$ cat src/rtl/ssi_pos_tx.sv
module ssi_pos_tx #(
  parameter int CNT_W      = 24,
  parameter int FRAME_BITS = 94,
  parameter int TMO_CYC    = 800,
  parameter int FILT_CYC   = 1250
) (
  input  logic             clk,
  input  logic             rst_n,
  input  logic             ma_in,
  input  logic             sel_in,
  input  logic [CNT_W-1:0] cnt_in,
  input  logic             err_n,
  input  logic             warn_n,
  output logic             sd_out
);
  localparam int WORD_W = CNT_W + 2;
  localparam int POS_W  = $clog2(FRAME_BITS + 1);
  localparam int TMO_W  = $clog2(TMO_CYC + 1);
  localparam int FILT_W = $clog2(FILT_CYC + 1);

  logic ma_s1, ma_s2, ma_d;
  logic sel_s1, sel_s2;
  logic mode_ssi;
  logic [FILT_W-1:0] fcnt;
  logic active;
  logic [POS_W-1:0] pos;
  logic [TMO_W-1:0] tmo;
  logic [WORD_W-1:0] sreg;
  logic [WORD_W-1:0] snap;
  logic ma_rise;

  assign snap    = {cnt_in, err_n, warn_n};
  assign ma_rise = ma_s2 & ~ma_d;

  always_ff @(posedge clk or negedge rst_n) begin
    if (!rst_n) begin
      ma_s1 <= 1'b0; ma_s2 <= 1'b0; ma_d <= 1'b0;
      sel_s1 <= 1'b1; sel_s2 <= 1'b1;
    end else begin
      ma_s1 <= ma_in; ma_s2 <= ma_s1; ma_d <= ma_s2;
      sel_s1 <= sel_in; sel_s2 <= sel_s1;
    end
  end

  always_ff @(posedge clk or negedge rst_n) begin
    if (!rst_n) begin
      mode_ssi <= 1'b1;
      fcnt     <= '0;
    end else if (sel_s2 == mode_ssi) begin
      fcnt <= '0;
    end else if (fcnt == FILT_W'(FILT_CYC - 1)) begin
      mode_ssi <= sel_s2;
      fcnt     <= '0;
    end else begin
      fcnt <= fcnt + 1'b1;
    end
  end

  always_ff @(posedge clk or negedge rst_n) begin
    if (!rst_n) begin
      active <= 1'b0;
      pos    <= '0;
      tmo    <= '0;
      sreg   <= '0;
      sd_out <= 1'b1;
    end else if (!mode_ssi) begin
      active <= 1'b0;
      pos    <= '0;
      tmo    <= '0;
      sd_out <= 1'b1;
    end else if (ma_rise) begin
      tmo    <= '0;
      active <= 1'b1;
      if (!active) begin
        sd_out <= snap[WORD_W-1];
        sreg   <= {snap[WORD_W-2:0], snap[WORD_W-1]};
        pos    <= POS_W'(1);
      end else if (pos < POS_W'(FRAME_BITS)) begin
        sd_out <= sreg[WORD_W-1];
        sreg   <= {sreg[WORD_W-2:0], sreg[WORD_W-1]};
        pos    <= pos + 1'b1;
      end else begin
        sd_out <= 1'b0;
      end
    end else if (active) begin
      if (tmo == TMO_W'(TMO_CYC - 1)) begin
        active <= 1'b0;
        pos    <= '0;
        tmo    <= '0;
        sd_out <= 1'b1;
      end else begin
        tmo <= tmo + 1'b1;
      end
    end
  end

  AST_RESET_IDLE: assert property (@(posedge clk) $rose(rst_n) |-> sd_out && mode_ssi);
  AST_QUIET_STABLE: assert property (@(posedge clk) disable iff (!rst_n)
    (mode_ssi && !ma_rise && active && tmo != TMO_W'(TMO_CYC - 1) && sel_s2 == mode_ssi) |=> $stable(sd_out));
  AST_POS_LIMIT: assert property (@(posedge clk) disable iff (!rst_n) pos <= POS_W'(FRAME_BITS));
  AST_TAIL_LOW: assert property (@(posedge clk) disable iff (!rst_n)
    (mode_ssi && active && ma_rise && pos == POS_W'(FRAME_BITS) && sel_s2 == mode_ssi) |=> !sd_out);
  AST_END_HIGH: assert property (@(posedge clk) disable iff (!rst_n) $fell(active) |-> sd_out);
  AST_OFF_HIGH: assert property (@(posedge clk) disable iff (!rst_n) !mode_ssi |=> sd_out && !active);
endmodule

$ cat config.mk
export PLATFORM = sky130hd
export DESIGN_NAME = ssi_pos_tx
export DESIGN_NICKNAME = d
export VERILOG_FILES = /design/src/rtl/ssi_pos_tx.sv
export SDC_FILE = /design/constraint.sdc
export NUM_CORES = 1
export LEC_CHECK = 0
export BUFFER_PORTS_ARGS = -buffer_cell sky130_fd_sc_hd__buf_4
export CORE_MARGIN = 4
export CORE_UTILIZATION = 63
export CTS_CLUSTER_DIAMETER = 200
export CTS_CLUSTER_SIZE = 40
export DETAILED_ROUTE_END_ITERATION = 6
export HOLD_SLACK_MARGIN = 0.06
export PLACE_DENSITY = 0.87
export SLEW_MARGIN = 20
export SYNTH_ARGS = -nofsm -noshare
export SYNTH_HDL_FRONTEND = slang
export SYNTH_SLANG_ARGS = --single-unit
$ cat constraint.sdc
create_clock -name clk -period 2.7 [get_ports clk]
set_input_delay 0.405 -clock clk [delete_from_list [all_inputs] [get_ports clk]]
set_output_delay 0.405 -clock clk [all_outputs]
set_load 0.005 [all_outputs]
==> impl_metrics.env <==
export IMPL_antenna_found_initial=0
export IMPL_syn_inst=293
export IMPL_viasPerCell=5.93
export IMPL_setup_violations=0
export IMPL_crit_slowest_cell="or4_4"
export IMPL_powerDensity_mw_per_mm2=538
export IMPL_grt_pass1_vias=2206
export IMPL_leakage_nw=1.48
export IMPL_clockPowerShare=0.448
export IMPL_track_usage=0.217
export IMPL_netSwitchingFraction=0.215
export IMPL_ys_warn_count=0
export IMPL_synth_common_cells="dfrtp_1, nand2_1, o21ai_0"
export IMPL_critical_path_top_delay_family="simple AND/OR/NAND/NOR gates"
export IMPL_crit_chain="or3_1 > or4_4 > a22oi_1 > o2bb2ai_1"
export IMPL_cts_buffer_depth=2
export IMPL_syn_nets=327
export IMPL_whs_ns=0.141
export IMPL_final_net_count=357
export IMPL_internal_power_mw=1.45
export IMPL_grt_max_degree=63
export IMPL_rows=24
export IMPL_port_buffers=30
export IMPL_required_ns=2.93
export IMPL_cts_tree="built"
export IMPL_start_util=0.666
export IMPL_tns_ns=0
export IMPL_drtAntennaViolNets=0
export IMPL_outcome="completed"
export IMPL_syn_area_mm2=0.00298
export IMPL_ys_flop_type="dfrtp_1"
export IMPL_slew_headroom=0.498
export IMPL_power_frac_comb=0.040
export IMPL_vias=2254
export IMPL_p_sw_mw=0.397
export IMPL_cts_sinks=62
export IMPL_slew_viol_final=0
export IMPL_die_y_um=76.8
export IMPL_synth_area_per_cell_um2=10.2
export IMPL_worst_slew_pin_slew_ns=0.752
export IMPL_endpoint_kind="register"
export IMPL_fmaxAchievable_ghz=0.549
export IMPL_fin_crit_sh=0.675
export IMPL_ios=31
export IMPL_drt_initial_drc_count=201
export IMPL_rsz0062_at_grt="no"
export IMPL_cts_clk_slew_worst_paths_ns=0.07
export IMPL_finalNonFillerCells=380
export IMPL_grt_overflow_total=0
export IMPL_crit_fanout=6
export IMPL_die_area_mm2=0.00589
export IMPL_synthTopCellsByArea="dfrtp_1, mux2i_1, nand2_1"
export IMPL_wl_per_cell_um=15.2
export IMPL_post_cts_setup_buffers=0
export IMPL_htreeDepth=3
export IMPL_root_buffer="clkbuf_8"
export IMPL_cts_buffers=9
export IMPL_dp_hpwl_um=3940
export IMPL_critical_path_max_stage_delay_ns=0.60
export IMPL_yosys_area_top_type="dfrtp_1"
export IMPL_synth_seq_cells=62
export IMPL_clock_skew_ns=0.0107
export IMPL_yosysMostFrequentCell="dfrtp_1"
export IMPL_fin_total_pwr_mw=1.85
export IMPL_crit_type="register to register"
export IMPL_dp_cells=364
export IMPL_drt_total_wl_um=5780
export IMPL_hold_violations=0
export IMPL_first_pass_iters=4
export IMPL_drive_gt1_frac=0.174
export IMPL_cts_resized=0
export IMPL_gp_congestion=0.873
export IMPL_cap_viol_max_count=0
export IMPL_hold_path_class="input port to async pin"
export IMPL_clk_latency_ns=0.34
export IMPL_n_antenna_cell=0
export IMPL_critPathBufInv=0
export IMPL_period_minus_slack_ns=1.82
export IMPL_yosysSeqAreaShare=0.523
export IMPL_seqPwrFrac=0.512
export IMPL_cts_hold_buf=0
export IMPL_post_route_drc_count=0
export IMPL_synth_edf_count=0
export IMPL_synth_async_sr_flop_share=1.00
export IMPL_synth_top_cell_area_share=0.487
export IMPL_crit_arrival_ns=2.05
export IMPL_chipWidth_um=76.8
export IMPL_critPathLaunchType="register"
export IMPL_synth_cell_type_count=46
export IMPL_grt_pass1_wl_um=10200
export IMPL_area_growth_pct=15.2
export IMPL_core_mm2=0.00447
export IMPL_ir_drop_mv=0.419
export IMPL_r2r_setup_slack_ns=0.88
cell families after synthesis:
group                    Yosys count  synth area share
adder cells (fa/ha/maj)            4            0.0168
flip-flops                        62             0.523
multiplexers                      26            0.0878
buffers and inverters             19            0.0265
AND/OR/NAND/NOR                  112             0.187
AO/OA/AOI/OAI                     54             0.112
XOR/XNOR                          16            0.0471
cell type report:
class	instances	area, µm²
inverters	5	18.8
clock buffers	12	155
fillers	306	1040
well taps	52	65.1
flip-flops and latches	62	1560
repair buffers	33	248
multi-input cells	212	1340
clock inverters	4	45.0
power groups by stage:
stage	logic (mW)	clock network [mW]	registers [mW]
final	0.0742	0.826	0.945
after detailed placement	0.0758	0	0.961
after floorplan	0.0212	0	0.960
after global placement	0.0743	0	0.961
after global routing	0.0854	0.881	0.945
after CTS	0.0765	0.835	0.944
layout by cell type (no fill, tap or decap), types with 2 or more instances in the layout:
cell type / instances
o21ai_1: 2
dfrtp_1: 58
dfstp_2: 4
nor3_1: 5
nand2b_1: 2
clkinv_2: 3
mux2i_1: 25
inv_1: 5
nor2_1: 21
nand3_1: 14
clkbuf_8: 11
and3_1: 4
o21ai_0: 28
nor2b_1: 2
a21oi_1: 7
ha_1: 4
buf_4: 33
o211ai_1: 3
xor2_1: 11
or3_1: 2
o2111ai_1: 3
and4_1: 2
nor4_1: 2
nand2_1: 41
nand4_1: 8
nand4b_1: 2
xnor2_1: 5
routing by layer:
| metal | global-route usage | vias up | wire, µm |
|---|---|---|---|
| li1 | - | 1108 | - |
| met1 | 0.290 | 1078 | 2640 |
| met2 | 0.331 | 52 | 2760 |
| met3 | 0.0492 | 16 | 222 |
| met4 | 0.111 | 0 | 158 |
| met5 | 0 | - | 0 |
flip-flops by register name, summed over array words and instances, names as in the netlist:
| name | count |
|---|---|
| mode_ssi | 1 |
| ma_s2 | 1 |
| pos | 7 |
| ma_s1 | 1 |
| sreg | 26 |
| tmo | 10 |
| sel_s2 | 1 |
| sel_s1 | 1 |
| fcnt | 11 |
| sd_out | 1 |
| active | 1 |
| ma_d | 1 |
per-stage QoR:
| step | instance area (µm²) | utilization | setup WS (ns) |
|---|---|---|---|
| after floorplan | 2980 | - | 0.921 |
| after global routing | 3430 | 0.767 | 0.802 |
| after detailed placement | 3230 | 0.722 | 0.898 |
| after global placement | 3230 | 0.722 | 0.934 |
| final | 3430 | 0.767 | 0.877 |
| after CTS | 3430 | 0.767 | 0.894 |
worst paths after layout:
kind	cells past startpoint	from	endpoint
setup / recovery	4	tmo[6]$_DFFE_PN0P_	pos[0]$_DFFE_PN0P_
hold / removal	1	rst_n	tmo[0]$_DFFE_PN0P_
setup reg to reg	4	tmo[6]$_DFFE_PN0P_	pos[0]$_DFFE_PN0P_
hold reg to reg	0	ma_s1$_DFF_PN0_	ma_s2$_DFF_PN0_
max in group asynchronous	1	rst_n	sreg[1]$_DFFE_PN0P_
min in group clk	1	sel_in	sel_s1$_DFF_PN1_
Note: power is estimated with default switching activity, not from simulation.
